**src/rtl/pio_pkg.sv**
```systemverilog
// pio_pkg: shared constants and helpers for the dual parallel port block.
// Assumes 8-bit ports and three ports plus one control register per group.
package pio_pkg;
    localparam int PORT_W   = 8;
    localparam int PORTS    = 3;
    localparam int GRP_PINS = PORT_W * PORTS;

    // Control word bit positions (the host encodes these).
    localparam int CW_MODE  = 7;
    localparam int CW_A_IN  = 4;
    localparam int CW_CU_IN = 3;
    localparam int CW_B_IN  = 1;
    localparam int CW_CL_IN = 0;

    // Direction state of one group, 1 = input.
    typedef struct packed {
        logic a;
        logic b;
        logic cu;
        logic cl;
    } dir_t;

    localparam dir_t DIR_ALL_IN = '{a: 1'b1, b: 1'b1, cu: 1'b1, cl: 1'b1};

    // Expand a direction set to per-pin output enables, A in the low byte.
    function automatic logic [GRP_PINS-1:0] dir_to_oe(input dir_t d);
        return {{4{~d.cu}}, {4{~d.cl}}, {8{~d.b}}, {8{~d.a}}};
    endfunction
endpackage

```
**src/rtl/pio_addr_decode.sv**
```systemverilog
// pio_addr_decode: splits a window offset into group and item, and raises
// one-hot write enables. Assumes four offsets per group, item 3 = control.
module pio_addr_decode
    import pio_pkg::*;
#(
    parameter int GROUPS = 2,
    parameter int ADDR_W = 4,
    localparam int GSEL_W = (GROUPS > 1) ? $clog2(GROUPS) : 1
) (
    input  logic [ADDR_W-1:0]              addr,
    input  logic                           wr,
    output logic [GROUPS-1:0][PORTS-1:0]   port_we,
    output logic [GROUPS-1:0]              ctl_we,
    output logic                           data_hit,
    output logic [GSEL_W-1:0]              sel_grp,
    output logic [1:0]                     sel_item
);
    logic [ADDR_W-3:0] grp_idx;
    logic              grp_ok;

    assign grp_idx  = addr[ADDR_W-1:2];
    assign sel_item = addr[1:0];
    assign sel_grp  = GSEL_W'(grp_idx);

    // Purpose: decide whether the offset falls on an existing group.
    always_comb begin
        grp_ok = (int'(grp_idx) < GROUPS);
    end

    assign data_hit = grp_ok && (sel_item != 2'd3);

    for (genvar g = 0; g < GROUPS; g++) begin : g_we
        logic here;
        assign here      = wr && (grp_idx == (ADDR_W-2)'(g));
        assign ctl_we[g] = here && (sel_item == 2'd3);
        for (genvar p = 0; p < PORTS; p++) begin : g_port
            assign port_we[g][p] = here && (sel_item == 2'(p));
        end
    end
endmodule

```
**src/rtl/pio_group.sv**
```systemverilog
// pio_group: one group of three latched ports with its direction state.
// Handles data writes, mode-set words and single-bit port C commands.
// Assumes at most one write enable is active per cycle.
module pio_group
    import pio_pkg::*;
(
    input  logic                 clk,
    input  logic                 rst_n,
    input  logic [PORTS-1:0]     port_we,
    input  logic                 ctl_we,
    input  logic [PORT_W-1:0]    wdata,
    output logic [GRP_PINS-1:0]  lat_out,
    output logic [GRP_PINS-1:0]  lat_oe
);
    logic [PORT_W-1:0] lat_a, lat_b, lat_c;
    dir_t              dir_q;

    // Purpose: hold the direction set, reloaded only by a mode-set word.
    always_ff @(posedge clk) begin
        if (!rst_n) begin
            dir_q <= DIR_ALL_IN;
        end else if (ctl_we && wdata[CW_MODE]) begin
            dir_q.a  <= wdata[CW_A_IN];
            dir_q.b  <= wdata[CW_B_IN];
            dir_q.cu <= wdata[CW_CU_IN];
            dir_q.cl <= wdata[CW_CL_IN];
        end
    end

    // Purpose: ports A and B latch host data, cleared by a mode-set.
    always_ff @(posedge clk) begin
        if (!rst_n) begin
            lat_a <= '0;
            lat_b <= '0;
        end else if (ctl_we && wdata[CW_MODE]) begin
            lat_a <= '0;
            lat_b <= '0;
        end else begin
            if (port_we[0]) lat_a <= wdata;
            if (port_we[1]) lat_b <= wdata;
        end
    end

    // Purpose: port C latch with byte write, mode-set clear and bit command.
    always_ff @(posedge clk) begin
        if (!rst_n) begin
            lat_c <= '0;
        end else if (ctl_we) begin
            if (wdata[CW_MODE]) lat_c <= '0;
            else                lat_c[wdata[3:1]] <= wdata[0];
        end else if (port_we[2]) begin
            lat_c <= wdata;
        end
    end

    assign lat_out = {lat_c, lat_b, lat_a};
    assign lat_oe  = dir_to_oe(dir_q);
endmodule

```
**src/rtl/pio_read_mux.sv**
```systemverilog
// pio_read_mux: picks the pin byte addressed by the host. Returns all ones
// for control registers and offsets without a group.
module pio_read_mux
    import pio_pkg::*;
#(
    parameter int GROUPS = 2,
    localparam int GSEL_W = (GROUPS > 1) ? $clog2(GROUPS) : 1,
    localparam int PINS   = GROUPS * GRP_PINS
) (
    input  logic [PINS-1:0]    pins,
    input  logic               data_hit,
    input  logic [GSEL_W-1:0]  sel_grp,
    input  logic [1:0]         sel_item,
    output logic [PORT_W-1:0]  rd_byte
);
    // Purpose: select one port byte, defaulting to 0xFF.
    always_comb begin
        rd_byte = '1;
        for (int g = 0; g < GROUPS; g++) begin
            for (int p = 0; p < PORTS; p++) begin
                if (data_hit && sel_grp == GSEL_W'(g) && sel_item == 2'(p))
                    rd_byte = pins[g*GRP_PINS + p*PORT_W +: PORT_W];
            end
        end
    end
endmodule

```
**src/rtl/dual_pio_bank.sv**
```systemverilog
// dual_pio_bank: top of the dual parallel port block. Decodes the host bus,
// instantiates one pio_group per group and registers read data on a strobe.
// Assumes single-cycle strobes and a 16-byte window (GROUPS <= 4).
module dual_pio_bank
    import pio_pkg::*;
#(
    parameter int GROUPS = 2
) (
    input  logic        clk,
    input  logic        rst_n,
    input  logic [3:0]  bus_addr,
    input  logic [7:0]  bus_wdata,
    input  logic        bus_wr,
    input  logic        bus_rd,
    output logic [7:0]  bus_rdata,
    input  logic [GROUPS*GRP_PINS-1:0] pin_in,
    output logic [GROUPS*GRP_PINS-1:0] pin_out,
    output logic [GROUPS*GRP_PINS-1:0] pin_oe
);
    localparam int ADDR_W = 4;
    localparam int GSEL_W = (GROUPS > 1) ? $clog2(GROUPS) : 1;

    logic [GROUPS-1:0][PORTS-1:0] port_we;
    logic [GROUPS-1:0]            ctl_we;
    logic                         data_hit;
    logic [GSEL_W-1:0]            sel_grp;
    logic [1:0]                   sel_item;
    logic [PORT_W-1:0]            rd_byte;

    pio_addr_decode #(.GROUPS(GROUPS), .ADDR_W(ADDR_W)) u_dec (
        .addr     (bus_addr),
        .wr       (bus_wr),
        .port_we  (port_we),
        .ctl_we   (ctl_we),
        .data_hit (data_hit),
        .sel_grp  (sel_grp),
        .sel_item (sel_item)
    );

    for (genvar g = 0; g < GROUPS; g++) begin : g_grp
        pio_group u_grp (
            .clk     (clk),
            .rst_n   (rst_n),
            .port_we (port_we[g]),
            .ctl_we  (ctl_we[g]),
            .wdata   (bus_wdata),
            .lat_out (pin_out[g*GRP_PINS +: GRP_PINS]),
            .lat_oe  (pin_oe[g*GRP_PINS +: GRP_PINS])
        );
    end

    pio_read_mux #(.GROUPS(GROUPS)) u_rmux (
        .pins     (pin_in),
        .data_hit (data_hit),
        .sel_grp  (sel_grp),
        .sel_item (sel_item),
        .rd_byte  (rd_byte)
    );

    // Purpose: sample the selected byte on a read strobe, else hold.
    always_ff @(posedge clk) begin
        if (!rst_n)      bus_rdata <= '0;
        else if (bus_rd) bus_rdata <= rd_byte;
    end
endmodule

```
**config.mk**
```make
export PLATFORM = sky130hd
export DESIGN_NAME = dual_pio_bank
export DESIGN_NICKNAME = d
export VERILOG_FILES = /design/src/rtl/pio_pkg.sv /design/src/rtl/pio_addr_decode.sv /design/src/rtl/pio_group.sv /design/src/rtl/pio_read_mux.sv /design/src/rtl/dual_pio_bank.sv
export SDC_FILE = /design/constraint.sdc
export NUM_CORES = 1
export LEC_CHECK = 0
export BUFFER_PORTS_ARGS = -buffer_cell sky130_fd_sc_hd__buf_2
export CAP_MARGIN = 20
export CORE_ASPECT_RATIO = 2
export CORE_MARGIN = 2
export CORE_UTILIZATION = 50
export CTS_BUF_LIST = sky130_fd_sc_hd__clkbuf_4 sky130_fd_sc_hd__clkbuf_8 sky130_fd_sc_hd__clkbuf_16
export DETAILED_ROUTE_END_ITERATION = 10
export PLACE_DENSITY = 0.86
export SLEW_MARGIN = 0
export SYNTH_ARGS = -nofsm -noshare
export SYNTH_HDL_FRONTEND = slang
export SYNTH_SLANG_ARGS = --single-unit
```
**constraint.sdc**
```tcl
create_clock -name clk -period 2.3 [get_ports clk]
set_input_delay 0.46 -clock clk [delete_from_list [all_inputs] [get_ports clk]]
set_output_delay 0.46 -clock clk [all_outputs]
set_load 0.1 [all_outputs]
```
==> results of run 1 <==
-- worst max-delay path: cells and delay by family, from the launching register on --
family	cells	cell delay (ns)
DFF	1	0.30
buffers and inverters	2	0.67
-- sequential cells by signal, summed over array words and instances (netlist names) --
register / count
bus_rdata: 8
g_grp.u_grp.dir_q: 8
g_grp.u_grp.lat_a: 16
g_grp.u_grp.lat_b: 16
g_grp.u_grp.lat_c: 16
-- how the worst min path moves through the flow --
stage	to	slack, ns	cells after the start	startpoint
floorplan	g_grp[1].u_grp.dir_q[3]	0.44	2	g_grp[1].u_grp.dir_q[3]
global placement	g_grp[1].u_grp.dir_q[1]	0.46	2	g_grp[1].u_grp.dir_q[1]
detailed placement	g_grp[1].u_grp.dir_q[1]	0.47	2	g_grp[1].u_grp.dir_q[1]
CTS	bus_rdata[2]	0.46	3	pin_in[34]
global route	bus_rdata[6]	0.48	3	pin_in[38]
finish	bus_rdata[2]	0.47	3	pin_in[34]
-- logic make-up (layout without fill, tap and decap cells) --
logic type,count (synthesis),in the layout,share of synthesized area
other cells,0,1,0
buf+inv,83,203,0.1471
flops,64,64,0.3720
mux,43,43,0.1250
simple gates,112,112,0.1678
compound gates,85,85,0.1882
-- placed cells by master (no fill, tap or decap), types with 2 or more instances in the layout --
master,Yosys,layout
a22oi_1,9,9
buf_4,45,7
a32o_1,2,2
nand3_1,4,4
inv_1,13,13
clkbuf_16,0,9
nand2_1,24,24
o21ai_0,8,8
or2_2,3,3
nor2_1,44,44
o221a_2,4,4
mux2i_1,43,43
clkbuf_8,0,4
dfxtp_1,64,64
nor2b_1,4,4
and3_1,2,2
a2bb2oi_1,16,16
o211a_1,4,4
or3_1,2,2
nand3_2,3,3
nand2b_1,11,11
buf_2,8,167
nand3b_1,2,2
o211ai_1,13,13
o311a_1,2,2
o221ai_1,8,8
a21oi_1,14,14
nor3b_1,2,2
-- power breakdown --
group | internal (mW) | switching [mW]
clock | 0.966 | 0.453
sequential | 1.14 | 0.0163
combinational | 0.151 | 0.458
-- cell type report --
type | count | area [um2] | area share
Clock buffer | 14 | 287.8 | 0.06676
Antenna cell | 1 | 2.502 | 0.0005806
Inverter | 13 | 48.80 | 0.01132
Sequential cell | 64 | 1281 | 0.2972
Tap cell | 88 | 110.1 | 0.02554
Timing Repair Buffer | 174 | 888.4 | 0.2061
Multi-Input combinational cell | 240 | 1657 | 0.3843
Clock inverter | 2 | 35.03 | 0.008128
-- stage by stage --
step | util | power [mW] | cell area [um2] | std cells
after detailed placement | 0.6019 | 1.785 | 3985 | 579
after CTS | 0.6506 | 3.203 | 4308 | 595
after global placement | 0.6019 | 1.775 | 3985 | 579
after floorplan | - | 1.656 | 3445 | 387
final | 0.6510 | 3.184 | 4310 | 596
after global routing | 0.6510 | 3.296 | 4310 | 596
-- routing by layer --
layer,routed length (um),vias to the layer above,track usage
li1,-,1560,-
met1,3457,1515,0.2595
met2,5415,166,0.4758
met3,686,25,0.07236
met4,325,0,0.1819
met5,0,-,0
==> run_results.csv, run 1 <==
group,metric,value,unit
setup_path,slowest_stage,"buf_2",
logic_synthesis,synth_area_leaders,"dfxtp_1, mux2i_1, buf_4",
setup_path,r2r_start,"g_grp[0].u_grp.dir_q[3]",
clock_network,cts_resized,0,
setup_path,crit_chain,"inv_1 -> buf_2",
floorplanning,die_h,121.4,um
timing,max_freq,0.5661,GHz
timing,rsz0062_at_grt,"no",
power,p_per_area,738.7,nW/um2
setup_path,slowest_delay,0.49,ns
route,drcViolationCount,0,
final_layout,final_layout_size_suffix_gt1_frac,0.4004,
global_routing,grt_overflow,0,
flow_run,cap_violations,0,
logic_synthesis,yosys_warnings,0,
setup_path,r2r_end,"g_grp[0].u_grp.dir_q[3]",
logic_synthesis,synth_cell_types,46,
setup_path,worstPathMaxFanout,9,
place,place.gp.congestion,0.7914,
setup_path,start_kind,"register",
clock_network,clkSlewWorstSetupHoldPaths,0.05,ns
logic_synthesis,synth-seq-cells,64,
timing,tns,0,ns
logic_synthesis,synthesis.area,3445,um2
setup_path,rrSetupSlack,1.55,ns
floorplanning,core,6621,um2
clock_network,cts_buffer_depth,2,
setup_path,crit_end,"pin_oe[4]",
logic_synthesis,avgSynthCellArea,8.901,um2
timing,slew_headroom,0.5902,
clock_network,cts.sinks,64,
route,post_drt_via_cell_ratio,5.480,
logic_synthesis,yosys-top-cells-count,"dfxtp_1, buf_4, nor2_1, mux2i_1, nand2_1",
floorplanning,num_io_pins,168,
timing,fin_hold_ws,0.4665,ns
clock_network,cts_tree,"built",
route,routed_wirelength,9.884,mm
route,first_pass_iters,5,
clock_network,cts_buffers,9,
global_routing,grt_usage,0.2652,
timing,final.period_utilization,0.7680,
timing,period_needed,1.766,ns
timing,maxSlewViolCount,0,
logic_synthesis,synth.yosys.seq_area_share,0.3720,
floorplanning,die_area,7609,um2
logic_synthesis,async_flop_share,0,
setup_path,cp.arrival,1.31,ns
global_routing,grt_antenna_before_repair,1,
timing,finalSetupViolCount,0,
global_routing,grt_pass1_vias,3242,
floorplanning,dieWidth,62.69,um
setup_path,crit_start,"g_grp[0].u_grp.dir_q[3]",
min_path,hp-class,"input pin to register",
power,p_leak,2.391,nW
final_layout,finalNetCount,566,
clock_network,htreeDepth,3,
route,wl_per_cell,16.58,um
timing,max_slew.worst_pin.slew,0.6147,ns
clock_network,hold_buffers,0,
logic_synthesis,syn_inst,387,
floorplanning,fp-row-count,42,
logic_synthesis,yosys.area.top_type,"dfxtp_1",
place,place_ws,0.3365,ns
global_routing,grt_max_degree,28,
logic_synthesis,syn-num-nets,451,
timing,hold_viol,0,
place,hpwl,7.387,mm
clock_network,cts_root_buf,"clkbuf_16",
power,vdd_drop_max,0.6248,mV
setup_path,reg2regPathDepth,2,
final_layout,syn_to_final_growth,25.14,%
global_routing,grt_first_pass_wirelength,15.70,mm
floorplanning,initial_utilization,0.5202,
place,port_buffers,167,
setup_path,crit_path_end_kind,"output pin",
setup_path,required,1.84,ns
timing,worst_slack,0.5336,ns
final_layout,nFillCells,572,
run_status,status,"completed",
clock_network,clkLatencyLatePin,0.32,ns
clock_network,cts_setup_buffers,0,
logic_synthesis,ys.flop_type,"dfxtp_1",
timing,fin_skew,0,ns
route,antenna_left,0,
logic_synthesis,synth-edff-count,0,
setup_path,critPathKind,"register to output pin",
route,vias,3266,
logic_synthesis,synth.most_common_cell,"dfxtp_1",
logic_synthesis,synth_top_area_share,0.3720,
route,drt_iter0_markers,177,
No activity file was read; power rests on OpenSTA's default activity.
==> inputs of run 2 (changes only) <==
--- a/config.mk
+++ b/config.mk
@@ -9,10 +9,10 @@
 export CAP_MARGIN = 20
 export CORE_ASPECT_RATIO = 2
 export CORE_MARGIN = 2
-export CORE_UTILIZATION = 50
+export CORE_UTILIZATION = 46
 export CTS_BUF_LIST = sky130_fd_sc_hd__clkbuf_4 sky130_fd_sc_hd__clkbuf_8 sky130_fd_sc_hd__clkbuf_16
 export DETAILED_ROUTE_END_ITERATION = 10
-export PLACE_DENSITY = 0.86
+export PLACE_DENSITY = 0.8
 export SLEW_MARGIN = 0
 export SYNTH_ARGS = -nofsm -noshare
 export SYNTH_HDL_FRONTEND = slang
==> constraint.sdc (replaced) <==
create_clock -name clk -period 1.7 [get_ports clk]
set_input_delay 0.34 -clock clk [delete_from_list [all_inputs] [get_ports clk]]
set_output_delay 0.34 -clock clk [all_outputs]
set_load 0.1 [all_outputs]
==> run_results.csv, run 2 (synthesized netlist as in run 1, its figures left out) <==
group,metric,value,unit
timing,final.period_utilization,0.9256,
setup_path,start_kind,"register",
global_routing,grt_first_pass_wirelength,14.95,mm
timing,hold_viol,0,
setup_path,r2r_start,"g_grp[0].u_grp.dir_q[3]",
global_routing,use_met2,0.4346,
floorplanning,core,7267,um2
route,first_pass_iters,4,
timing,slew_headroom,0.5859,
setup_path,worstPathMaxFanout,8,
clock_network,cts_root_buf,"clkbuf_16",
timing,rsz0062_at_grt,"no",
setup_path,slowest_stage,"buf_2",
final_layout,antennaDiodeCount,0,
clock_network,htreeDepth,3,
min_path,whs_endpoint,"bus_rdata[4]",
timing,finalSetupViolCount,0,
flow_run,cap_violations,0,
global_routing,grt_antenna_before_repair,0,
global_routing,grt_util_met1,0.2382,
floorplanning,fp-row-count,44,
global_routing,met3_usage,0.05762,
floorplanning,num_io_pins,168,
floorplanning,die_area,8238,um2
setup_path,critPathKind,"register to output pin",
setup_path,crit_path_end_kind,"output pin",
clock_network,hold_buffers,0,
floorplanning,dieWidth,65.19,um
timing,maxSlewViolCount,0,
place,hpwl,7.598,mm
setup_path,cp.arrival,1.23,ns
timing,max_slew.worst_pin.slew,0.6198,ns
power,p_leak,2.439,nW
setup_path,crit_chain,"clkinvlp_4 -> buf_2",
final_layout,reg.largest.list,"g_grp.u_grp.lat_a: 16 flops, g_grp.u_grp.lat_b: 16 flops, g_grp.u_grp.lat_c: 16 flops",
global_routing,busiest_layer,"met2",
power,p_per_area,961.8,nW/um2
floorplanning,die_h,126.4,um
timing,fin_skew,0,ns
route,wl_per_cell,16.05,um
timing,tns,0,ns
global_routing,grt_overflow,0,
final_layout,layout_commonest_cell,"buf_2",
place,place.gp.congestion,0.9074,
route,routed_wirelength,9.916,mm
clock_network,cts_tree,"built",
final_layout,finalNetCount,585,
power,vdd_drop_max,0.7942,mV
floorplanning,initial_utilization,0.4740,
final_layout,mostFrequentLayoutCells,"buf_2, dfxtp_1, nor2_1, mux2i_1, buf_4",
global_routing,grt_pass1_vias,3069,
setup_path,r2r_end,"g_grp[0].u_grp.dir_q[3]",
min_path,holdCritStartpoint,"pin_in[36]",
final_layout,syn_to_final_growth,29.71,%
clock_network,cts_resized,0,
route,post_drt_via_cell_ratio,5.324,
global_routing,grt_max_degree,28,
place,port_buffers,167,
min_path,min_path_cells,3,
setup_path,reg2regPathDepth,2,
timing,period_needed,1.574,ns
route,vias,3290,
clock_network,clkLatencyLatePin,0.33,ns
min_path,hp-class,"input pin to register",
clock_network,cts_setup_buffers,0,
route,antenna_left,0,
clock_network,cts.sinks,64,
final_layout,design_area,4468,um2
setup_path,required,1.36,ns
final_layout,final_layout_size_suffix_gt1_frac,0.4297,
clock_network,cts_buffer_depth,2,
setup_path,rrSetupSlack,0.94,ns
setup_path,crit_start,"g_grp[1].u_grp.dir_q[3]",
setup_path,slowest_delay,0.43,ns
route,drcViolationCount,0,
timing,max_freq,0.6355,GHz
global_routing,grt_usage,0.2356,
route,drt_iter0_markers,100,
place,place_area,4160,um2
clock_network,clkSlewWorstSetupHoldPaths,0.06,ns
run_status,status,"completed",
clock_network,cts_buffers,9,
-- run 2: changes by cell type in the layout (fill, tap and decap cells not counted), moves of 2 or more --
cell        before  now
buf_4            7   25
inv_1           13    9
clkinvlp_4       0    4
clkbuf_8         4    2
-- run 2: worst max-delay path by stage --
stage / cells after the start / to / slack (ns)
global route: 2 / pin_oe[25] / 0.09
global placement: 6 / g_grp[1].u_grp.lat_c[3] / 0.09
floorplan: 2 / pin_oe[17] / 0.02
detailed placement: 5 / bus_rdata[5] / 0.03
finish: 2 / pin_oe[25] / 0.13
CTS: 2 / pin_oe[29] / 0.11
-- run 2: stage by stage --
step | hold slack (ns) | cells | setup WS [ns] | util | total power [mW]
2_1_floorplan | 0.4450 | 387 | 0.01566 | - | 2.241
3_3_place_gp | 0.4627 | 602 | 0.09056 | 0.5725 | 2.440
3_5_place_dp | 0.4651 | 602 | 0.03275 | 0.5725 | 2.452
4_1_cts | 0.3273 | 618 | 0.1080 | 0.6148 | 4.328
5_1_grt | 0.3468 | 618 | 0.09411 | 0.6148 | 4.436
6_report | 0.3281 | 618 | 0.1265 | 0.6148 | 4.298
-- run 2: final cells by class --
class / instances / area, um2
Sequential cell: 64 / 1281
Clock inverter: 3 / 40.04
Multi-Input combinational cell: 240 / 1657
Inverter: 13 / 63.81
Timing Repair Buffer: 193 / 1044
Clock buffer: 13 / 267.8
Fill cell: 646 / 2799
Tap cell: 92 / 115.1
-- run 2: worst max-delay path, delay by kind of cell (launching register included) --
family | cells | cell delay (ns)
DFF | 1 | 0.34
buffers and inverters | 2 | 0.55
-- run 2: power by group --
part           internal, mW  leakage (nW)  switching, mW
clock                  1.24         0.156          0.632
combinational         0.233          1.76          0.628
sequential             1.54         0.520         0.0211
-- run 2: metal layers --
layer / up-vias / routed length (um)
li1: 1595 / -
met1: 1537 / 3624
met2: 141 / 5382
met3: 17 / 684
met4: 0 / 225
met5: - / 0
